### config.mk
export PLATFORM = sky130hd
export DESIGN_NAME = branch_predictor
export DESIGN_NICKNAME = d
export VERILOG_FILES = /design/src/rtl/bp_pkg.sv /design/src/rtl/bp_hint.sv /design/src/rtl/bp_table.sv /design/src/rtl/branch_predictor.sv
export SDC_FILE = /design/constraint.sdc
export NUM_CORES = 1
export LEC_CHECK = 0
export BUFFER_PORTS_ARGS = -buffer_cell sky130_fd_sc_hd__buf_2
export CORE_ASPECT_RATIO = 1.25
export CORE_MARGIN = 4
export CORE_UTILIZATION = 35
export DETAILED_ROUTE_END_ITERATION = 7
export MAX_ROUTING_LAYER = met4
export PLACE_DENSITY_LB_ADDON = 0.2
export SYNTH_ARGS = -nofsm -noshare
export SYNTH_HDL_FRONTEND = slang
export SYNTH_SLANG_ARGS = --single-unit
### constraint.sdc
create_clock -name clk -period 7.06 [get_ports clk]
set_clock_uncertainty 0.05 [all_clocks]
set_input_delay 0.353 -clock clk [delete_from_list [all_inputs] [get_ports clk]]
set_output_delay 0.353 -clock clk [all_outputs]
set_load 0.05 [all_outputs]
### src/rtl/bp_pkg.sv
package bp_pkg;

  typedef enum logic [1:0] {
    BP_SNT = 2'd0,
    BP_LNT = 2'd1,
    BP_LT  = 2'd2,
    BP_ST  = 2'd3
  } bp_state_e;

  // asymmetric transition on a resolved outcome
  function automatic bp_state_e bp_next(input bp_state_e s, input logic taken);
    bp_state_e n;
    case (s)
      BP_SNT:  n = taken ? BP_LNT : BP_SNT;
      BP_LNT:  n = taken ? BP_ST  : BP_SNT;
      BP_LT:   n = taken ? BP_ST  : BP_LNT;
      default: n = taken ? BP_ST  : BP_LT;
    endcase
    return n;
  endfunction

  function automatic logic bp_predict(input bp_state_e s);
    return (s == BP_LT) || (s == BP_ST);
  endfunction

  function automatic bp_state_e bp_hint_state(input logic backward);
    return backward ? BP_LT : BP_LNT;
  endfunction

endpackage

### src/rtl/bp_hint.sv
module bp_hint #(
  parameter int PC_W = 32
) (
  input  logic [PC_W-1:0]  pc,
  input  logic [PC_W-1:0]  target,
  output logic             backward,
  output bp_pkg::bp_state_e init_state
);
  import bp_pkg::*;

  always_comb begin
    backward   = target < pc;
    init_state = bp_hint_state(backward);
  end

endmodule

### src/rtl/bp_table.sv
module bp_table #(
  parameter int ENTRIES = 64,
  localparam int IDX_W  = $clog2(ENTRIES)
) (
  input  logic              clk,
  input  logic              rst_n,
  input  logic [IDX_W-1:0]  rd_idx,
  output logic              rd_valid,
  output bp_pkg::bp_state_e rd_state,
  input  logic [IDX_W-1:0]  cur_idx,
  output logic              cur_valid,
  output bp_pkg::bp_state_e cur_state,
  input  logic              we,
  input  logic [IDX_W-1:0]  wr_idx,
  input  bp_pkg::bp_state_e wr_state
);
  import bp_pkg::*;

  logic      valid_q [ENTRIES];
  bp_state_e state_q [ENTRIES];

  always_ff @(posedge clk) begin
    if (!rst_n) begin
      for (int i = 0; i < ENTRIES; i++) begin
        valid_q[i] <= 1'b0;
        state_q[i] <= BP_LNT;
      end
    end else if (we) begin
      valid_q[wr_idx] <= 1'b1;
      state_q[wr_idx] <= wr_state;
    end
  end

  always_comb begin
    rd_valid  = valid_q[rd_idx];
    rd_state  = state_q[rd_idx];
    cur_valid = valid_q[cur_idx];
    cur_state = state_q[cur_idx];
  end

endmodule

### src/rtl/branch_predictor.sv
module branch_predictor #(
  parameter int PC_W    = 32,
  parameter int ENTRIES = 64,
  parameter int ALIGN   = 2
) (
  input  logic            clk,
  input  logic            rst_n,
  input  logic [PC_W-1:0] lk_pc,
  input  logic [PC_W-1:0] lk_target,
  output logic            lk_taken,
  input  logic            up_valid,
  input  logic [PC_W-1:0] up_pc,
  input  logic [PC_W-1:0] up_target,
  input  logic            up_taken
);
  import bp_pkg::*;

  localparam int IDX_W = $clog2(ENTRIES);

  // named internal events, observed by the bound checker
  logic [IDX_W-1:0] lk_idx, up_idx;
  logic             lk_back, up_back;
  bp_state_e        lk_hint, up_hint;
  logic             lk_valid, old_valid;
  bp_state_e        lk_state, old_state;
  bp_state_e        eff_lk_state, eff_old_state;
  logic             wr_en;
  bp_state_e        wr_state;

  assign lk_idx = lk_pc[ALIGN +: IDX_W];
  assign up_idx = up_pc[ALIGN +: IDX_W];

  bp_hint #(.PC_W(PC_W)) u_hint_lk (
    .pc(lk_pc), .target(lk_target), .backward(lk_back), .init_state(lk_hint)
  );

  bp_hint #(.PC_W(PC_W)) u_hint_up (
    .pc(up_pc), .target(up_target), .backward(up_back), .init_state(up_hint)
  );

  bp_table #(.ENTRIES(ENTRIES)) u_table (
    .clk       (clk),
    .rst_n     (rst_n),
    .rd_idx    (lk_idx),
    .rd_valid  (lk_valid),
    .rd_state  (lk_state),
    .cur_idx   (up_idx),
    .cur_valid (old_valid),
    .cur_state (old_state),
    .we        (wr_en),
    .wr_idx    (up_idx),
    .wr_state  (wr_state)
  );

  always_comb begin
    eff_lk_state  = lk_valid  ? lk_state  : lk_hint;
    eff_old_state = old_valid ? old_state : up_hint;
    wr_en         = up_valid;
    wr_state      = bp_next(eff_old_state, up_taken);
    lk_taken      = bp_predict(eff_lk_state);
  end

endmodule

==> results of run 1 <==
cell usage in the layout, fill, tap and decap left out, drive strengths merged, types with 4 or more instances in the layout:
| master | n |
|---|---|
| o21bai | 64 |
| o22ai | 9 |
| nand2b | 5 |
| a21o | 20 |
| nand2 | 284 |
| inv | 72 |
| o221ai | 7 |
| a21oi | 23 |
| a22oi | 6 |
| mux2i | 19 |
| nand3 | 10 |
| edfxtp | 128 |
| clkinv | 6 |
| mux2 | 8 |
| a311oi | 4 |
| dfxtp | 64 |
| o21ai | 28 |
| nor2 | 100 |
| ha | 62 |
| a211oi | 4 |
| clkbuf | 18 |
| mux4 | 67 |
| nor3 | 16 |
| nand4 | 12 |
| buf | 149 |
stage by stage:
stage                     setup WS [ns]  std cells  utilization (%)  cell area [µm²]
after floorplan                    3.16       1104                -            11600
after global placement             2.33       1603             38.3            12600
after detailed placement           2.28       1603             38.3            12600
after CTS                          2.76       1635             40.0            13100
after global routing               2.50       1635             40.0            13100
final                              2.75       1635             40.0            13100
metal layers:
layer	GRT usage (%)	share of wire [%]	vias to the layer above
li1	-	-	4174
met3	3.10	7.5	70
met1	24.7	40	4365
met5	-	0	-
met2	33.7	49	438
met4	6.97	2.9	0
worst max-delay path, stage by stage:
cell       delay [ns]
buf_2            0.67
buf_4            0.53
inv_2            0.20
nand2_1          0.19
o221ai_1         0.13
a22oi_1          0.27
o2111ai_1        0.16
or3_4            0.37
a211oi_4         0.96
buf_4            0.49
o21bai_1         0.10
final cells by class:
type                            instances  area, µm²
Sequential cell                       192       5120
Multi-Input combinational cell        779       5870
Clock buffer                           18        439
Fill cell                            3212      19700
Tap cell                              418        523
Timing Repair Buffer                  149        791
Clock inverter                         14        124
Inverter                               65        244
worst min path at each step:
stage,end,cells past startpoint
final,u_table.valid_q[63],2
after global routing,u_table.valid_q[14],2
after CTS,u_table.valid_q[63],2
after detailed placement,u_table.valid_q[63],2
after global placement,u_table.valid_q[63],2
after floorplan,u_table.valid_q[50],2
cell families (layout without fill, tap and decap cells):
logic type      count (synthesis)  in the layout
buf+inv                       133            246
fa+ha+maj                      62             62
flops                         192            192
mux                            94             94
compound gates                187            187
simple gates                  436            436
flip-flops by register name, indices dropped and copies added, names as in the netlist:
signal	cells
u_table.valid_q	64
u_table.state_q	128
power groups by stage:
stage	combinational (mW)	clock, mW	sequential, mW
floorplan	0.263	0	1.24
global placement	0.375	0	1.25
detailed placement	0.378	0	1.25
CTS	0.380	0.958	1.23
global route	0.411	1.00	1.23
finish	0.375	0.948	1.23
==> results_dict.tcl, run 1 <==
set metrics [dict create \
    status "complete, no violations" \
    overflow 0 \
    period_minus_slack_ns 4.31 \
    cts.hold.buffers_added 0 \
    rsz0062_at_grt "false" \
    dp_hpwl_um 25600 \
    period_share_pct 61.1 \
    sw_frac_of_total_pct 28.4 \
    fmax_ghz 0.232 \
    synthFlopType "edfxtp_1" \
    synth_top_cell_by_area "edfxtp_1" \
    first_iter_violations 716 \
    synth_top_area_share_pct 33.0 \
    synth_compound_area_share_pct 13.2 \
    via_per_inst 5.53 \
    cp-start-kind "primary input" \
    reg2regPathDepth 7 \
    first_pass_iters 8 \
    ys_types 54 \
    ant_nets 0 \
    cts_buffers 17 \
    post_cts_buffers 0 \
    ys_ff_latch 192 \
    p_leak_nw 5.44 \
    core_area_mm2 0.0328 \
    drv_cap 0 \
    post-route-drc-count 0 \
    globalplace.congestion 0.920 \
    finalHoldViolCount 0 \
    dieWidth_um 171 \
    portBuffers 132 \
    cp.arrival_ns 4.46 \
    ir_worst_vdd_v 0.000105 \
    cts_sinks 192 \
    synthAdderAreaFrac_pct 6.66 \
    grt_pass1_vias 9086 \
    synth_enable_flop_cells 128 \
    clock-root-buffer "clkbuf_16" \
    fin_setup_tns_ns 0 \
    synth_xor_area_share_pct 0 \
    crit_path_max_fanout 32 \
    power.density_mw_per_mm2 194 \
    layout.nets 1398 \
    hold_ws_ns 0.401 \
    p_switching_uw 724 \
    grt_max_degree 67 \
    grt_antenna_before_repair 0 \
    worstSetupStartpoint "up_pc[3]" \
    hp-start "u_table.valid_q[63]" \
    rr_endpoint "u_table.state_q[60][0]" \
    h-tree-depth 4 \
    wl_per_cell_um 21.8 \
    grt_pass1_wl_um 53300 \
    critical_path_class "primary input to flip-flop" \
    rrSetupSlack_ns 3.47 \
    cts_tree "yes" \
    avgSynthCellArea_um2 10.6 \
    vias 9047 \
    clkPwrFrac_pct 37.2 \
    die_h_um 212 \
    path_clk_slew_ns 0.08 \
    muxShareOfSynthArea_pct 15.4 \
    slew_headroom_pct 10.0 \
    clock_latency_ns 0.46 \
    synth_common_cells "nand2_1 (283), edfxtp_1 (128), nor2_1 (100)" \
    drive_gt1_share_pct 26.9 \
    async_reset_ff_share_pct 0 \
    yosysSeqAreaShare_pct 44.0 \
    p_seq_share_pct 48.1 \
    initial_core_util_pct 35.5 \
    r2r_start "u_table.state_q[30][1]" \
    hold_class "flip-flop to flip-flop" \
    power.total_mw 2.55 \
    worstMarginPinSlew_ns 1.34 \
    maxSlewViolCount 0 \
    report.final.setup_viol 0 \
    p_comb_share_pct 14.7 \
    netlist_area_mm2 0.0116 \
    synth_top_family_by_area "multiplexers" \
    internal_power_mw 1.83 \
    yosys.area_share.simple_pct 15.1 \
    required_ns 7.20 \
    grt_use_total_pct 20.1 \
    crit_end "u_table.state_q[60][0]" \
    yosysWarnings 0 \
    dieArea_mm2 0.0363 \
    synthCells 1104 \
    pin_count 133 \
    antenna-diode-count 0 \
    end_kind "flip-flop" \
    clockBufferDepth 2 \
    fp-row-count 74 \
    yosys-top-cells-area "edfxtp_1 (33%), mux4_2 (13%), dfxtp_1 (11%), nand2_1 (9.1%), ha_1 (6.7%)" \
    yosysMostFrequentCell "nand2_1" \
    synth_nets 1298 \
    area_growth_pct 12.6 \
    finalWirelength_um 35600 \
    postCtsResizedCells 0 \
]
No activity file was read; power rests on OpenSTA's default activity.
==> run 2: changes to the inputs <==
- clock period: 7.06 -> 3.9 ns (I/O delays scaled with it)
==> run 2 against run 1 <==
Compared with the run above: power grew 84%; wire length grew 1.6%; critical path depth fell by 4; critical endpoint is now lk_taken.
==> results_dict.tcl, run 2 (synthesis gave the netlist of run 1 again) <==
set metrics [dict create \
    cp-start-kind "primary input" \
    crit_path_max_fanout 18 \
    critPathTopFamily "multiplexers" \
    area_growth_pct 15.0 \
    dp_hpwl_um 26700 \
    status "complete, no violations" \
    period_share_pct 80.8 \
    reg2regPathDepth 9 \
    grt_use_total_pct 20.6 \
    rr_endpoint "u_table.state_q[53][0]" \
    finalHoldViolCount 0 \
    postCtsResizedCells 0 \
    slew_headroom_pct 37.0 \
    r2r_start "u_table.state_q[15][1]" \
    finalWirelength_um 36100 \
    wl_per_cell_um 21.7 \
    grt_pass1_wl_um 54300 \
    post_cts_buffers 0 \
    p_leak_nw 5.61 \
    core_area_mm2 0.0328 \
    hp-start "rst_n" \
    fin_setup_tns_ns 0 \
    vias 9115 \
    p_switching_mw 1.34 \
    clkPwrFrac_pct 37.6 \
    worstMarginPinSlew_ns 0.945 \
    top_regs "u_table.state_q (128), u_table.valid_q (64)" \
    fin_ws_ns 0.751 \
    period_minus_slack_ns 3.15 \
    drive_gt1_share_pct 28.4 \
    p_comb_share_pct 15.2 \
    end_kind "output pin" \
    power.density_mw_per_mm2 351 \
    portBuffers 132 \
    clockBufferDepth 2 \
    fp-row-count 74 \
    fmax_ghz 0.318 \
    rrSetupSlack_ns 0.91 \
    final_cell_mix "nand2_1 (283), buf_2 (131), edfxtp_1 (128)" \
    dieArea_mm2 0.0363 \
    clock-root-buffer "clkbuf_16" \
    cp.depth 7 \
    layout_commonest_cell "nand2_1" \
    layout.nets 1424 \
    path_clk_slew_ns 0.08 \
    h-tree-depth 4 \
    pre_cts_ws_ns 0.443 \
    p_seq_share_pct 47.2 \
    slowest_delay_ns 0.54 \
    internal_power_mw 3.36 \
    first_pass_iters 5 \
    post-route-drc-count 0 \
    rsz0062_at_grt "false" \
    grt_pass1_vias 9277 \
    worstSetupStartpoint "lk_pc[3]" \
    drv_cap 0 \
    via_per_inst 5.48 \
    final_area_mm2 0.0134 \
    first_iter_violations 660 \
    hold_class "primary input to flip-flop" \
    placed_area_mm2 0.0128 \
    initial_core_util_pct 35.5 \
    globalplace.congestion 0.897 \
    cts.hold.buffers_added 0 \
    required_ns 3.65 \
    overflow 0 \
    cts_buffers 17 \
    cpMostUsedCell "mux4_2" \
    ant_nets 0 \
    cts_sinks 192 \
    critical_path_class "primary input to output pin" \
    crit_buf_inv 3 \
    regMostFlops "u_table.state_q" \
    pin_count 133 \
    cts_tree "yes" \
    grt_antenna_before_repair 2 \
    ir_worst_vdd_v 0.000227 \
    dieWidth_um 171 \
    largest_reg_flops 128 \
    clock_latency_ns 0.46 \
    report.final.setup_viol 0 \
    crit_end "lk_taken" \
    slowest_stage "mux4_2" \
    hold_ws_ns 0.224 \
    die_h_um 212 \
    maxSlewViolCount 0 \
    crit_chain "buf_2, buf_12, mux4_2, mux4_2, mux4_2, o31ai_1, buf_2" \
    cp.arrival_ns 2.90 \
    grt_max_degree 85 \
    sw_frac_of_total_pct 28.6 \
]
## run 2: changes by cell type in the layout (fill, tap and decap cells not counted), sizes merged
cell	before	now
diode	0	2
inv	72	75
clkinv	6	4
buf	149	175
clkinvlp	1	0
## run 2: final cells by class
type / instances / area [µm²]
Fill cell: 3198 / 19400
Multi-Input combinational cell: 779 / 5870
Sequential cell: 192 / 5120
Timing Repair Buffer: 175 / 1050
Tap cell: 418 / 523
Clock buffer: 18 / 450
Inverter: 65 / 244
Clock inverter: 14 / 134
Antenna cell: 2 / 5.00
## run 2: tightest hold or removal path, stage by stage
cell and delay [ns]:
buf_4 0.27, nand2_1 0.14, nand2_1 0.04
## run 2: worst min-delay path by stage
| stage | to | slack [ns] | cells after the start |
|---|---|---|---|
| after floorplan | u_table.valid_q[50] | 0.38 | 2 |
| after global placement | u_table.valid_q[42] | 0.39 | 2 |
| after detailed placement | u_table.valid_q[15] | 0.40 | 2 |
| after CTS | u_table.valid_q[30] | 0.20 | 3 |
| after global routing | u_table.valid_q[25] | 0.22 | 3 |
| final | u_table.valid_q[8] | 0.22 | 3 |
## run 2: per-layer routing
layer	up-vias	track usage, %	routed length [µm]
li1	4232	-	-
met1	4418	23.7	14100
met2	392	35.4	18200
met3	73	3.32	2480
met4	0	9.02	1330
met5	-	-	0
## run 2: per-stage QoR
| stage | utilization, % | instances | total power, mW |
|---|---|---|---|
| after global routing | 40.9 | 1663 | 4.87 |
| after CTS | 40.9 | 1661 | 4.73 |
| after detailed placement | 39.1 | 1629 | 2.98 |
| after floorplan | - | 1104 | 2.73 |
| final | 40.9 | 1663 | 4.70 |
| after global placement | 39.1 | 1629 | 2.98 |
## run 2: power by group through the flow
stage               sequential (mW)  clock, mW  combinational [mW]
floorplan                      2.25          0               0.477
global placement               2.26          0               0.712
detailed placement             2.27          0               0.716
CTS                            2.22       1.79               0.720
global route                   2.22       1.87               0.775
finish                         2.22       1.77               0.713
==> run 3: changes to the inputs <==
- clock period: 3.9 -> 2.7 ns (I/O delays scaled with it)
==> run 3 against run 2 <==
Compared with the run above: the flow now finishes with violations (negative setup slack); setup slack worse by 1.0 ns; clock-buffer cell count is 1 lower; global-route usage is 0.96 points higher; critical path depth is 2 lower; cell area is 7.9% higher; worst hold slack better by 0.037 ns; flip-flop and latch count stayed put; sequential share of layout area is 2.8 points lower; highest routed layer unchanged; die area stayed put; core utilization is 3.2 points higher; power is 52% higher.
==> results_dict.tcl, run 3 (synthesis gave the netlist of run 1 again) <==
set metrics [dict create \
    overflow 0 \
    fp-row-count 74 \
    regArea_mm2 0.00513 \
    p_leak_nw 6.14 \
    failed_checks "negative setup slack" \
    crit_buf_inv 1 \
    fmax_ghz 0.337 \
    vias 9436 \
    drive_gt1_share_pct 34.1 \
    slew_headroom_pct 56.6 \
    status "finished with violations" \
    critical_path_class "flip-flop to output pin" \
    worstMarginPinSlew_ns 0.651 \
    rrSetupSlack_ns 0.05 \
    finalHoldViolCount 0 \
    post-route-drc-count 0 \
    wl_per_cell_um 22.0 \
    slowest_stage "mux4_2" \
    pin_count 133 \
    clockBufferDepth 2 \
    cts_sinks 192 \
    critPathTopFamily "multiplexers" \
    cts_buffers 17 \
    crit_chain "mux4_2, mux4_2, mux4_2, o31ai_4, buf_6" \
    end_kind "output pin" \
    cp-start-kind "flip-flop" \
    ant_nets 0 \
    dieWidth_um 171 \
    regMostFlops "u_table.state_q" \
    layout.nets 1506 \
    die_h_um 212 \
    layout_commonest_cell "nand2_1" \
    dieArea_mm2 0.0363 \
    dp_hpwl_um 28700 \
    period_share_pct 110 \
    cts_tree "yes" \
    nFillCells 3123 \
    first_iter_violations 612 \
    slowest_delay_ns 0.55 \
    period_minus_slack_ns 2.97 \
    h-tree-depth 4 \
    cts.hold.buffers_added 0 \
    required_ns 2.52 \
    grt_antenna_before_repair 1 \
    portBuffers 132 \
    report.final.setup_viol 1 \
    hold_class "primary input to flip-flop" \
    final_cell_mix "nand2_1 (282), buf_2 (130), edfxtp_1 (128)" \
    first_pass_iters 5 \
    power.total_mw 7.14 \
    path_clk_slew_ns 0.08 \
    grt_pass1_vias 9472 \
    cp.arrival_ns 2.79 \
    grt_use_total_pct 21.5 \
    globalplace.congestion 0.898 \
    finalWirelength_um 38400 \
    power.density_mw_per_mm2 494 \
    maxSlewViolCount 0 \
    clock_latency_ns 0.46 \
    initial_core_util_pct 35.5 \
    core_area_mm2 0.0328 \
    multiInputGateArea_mm2 0.00598 \
    pre_cts_ws_ns -0.330 \
    rsz0062_at_grt "true" \
    largest_reg_flops 128 \
    grt_pass1_wl_um 56500 \
    crit_path_max_fanout 3 \
    drv_cap 0 \
    cpMostUsedCell "mux4_2" \
    ir_worst_vdd_v 0.000295 \
    fin_util_pct 44.1 \
    via_per_inst 5.41 \
    top_regs "u_table.state_q (128), u_table.valid_q (64)" \
    fin_ws_ns -0.272 \
    area_growth_pct 24.1 \
    clock-root-buffer "clkbuf_16" \
    grt_max_degree 129 \
]
==> run 3: final timing paths <==
check | start | depth (start not counted) | to
worst max-delay path | u_table.valid_q[59] | 5 | lk_taken
worst min-delay path | rst_n | 4 | u_table.valid_q[23]
worst max register to register | u_table.valid_q[32] | 11 | u_table.state_q[35][0]
worst min register to register | u_table.valid_q[57] | 2 | u_table.valid_q[57]
==> run 3: worst register-to-register path, delay by kind of cell, from the launching register on <==
kind                   cells  cell delay (ns)
AO/OA/AOI/OAI              5             0.69
buffers and inverters      4             0.62
flip-flops                 1             0.41
AND/OR/NAND/NOR            1             0.37
multiplexers               1             0.27
==> run 3: report_power, final <==
part	switching (mW)	internal (mW)	leakage, nW
clock	1.24	1.40	0.289
combinational	0.709	0.584	4.18
sequential	0.0339	3.17	1.67
total	1.98	5.16	6.14
==> run 3: per-layer routing <==
metal / wire [µm] / track usage [%]
met1: 15000 / 25.0
met5: 0 / -
met3: 2410 / 3.23
met2: 19700 / 37.7
met4: 1390 / 7.90
==> run 3: layout make-up <==
type | count | area share [%]
clock inverters | 15 | 1.22
well taps | 418 | 3.62
multi-input cells | 779 | 41.4
inverters | 65 | 1.69
diodes | 1 | 0.0173
repair buffers | 257 | 13.7
clock buffers | 17 | 2.94
flip-flops and latches | 192 | 35.5
==> run 3: repair_timing <==
action	4_1_cts	5_1_grt
pin swaps	5	8
buffers inserted	6	3
setup endpoints to repair	65	128
gates resized for setup	13	16
cloned	3	2
==> run 3: metrics by stage <==
stage	hold slack [ns]	TNS, ns	cell area [µm²]	std cells
2_1_floorplan	0.355	-2.04	11700	1104
3_3_place_gp	0.388	-36.99	13500	1699
3_5_place_dp	0.395	-36.73	13500	1699
4_1_cts	0.234	-0.312	14300	1739
5_1_grt	0.286	-0.338	14500	1744
6_report	0.261	-0.272	14500	1744
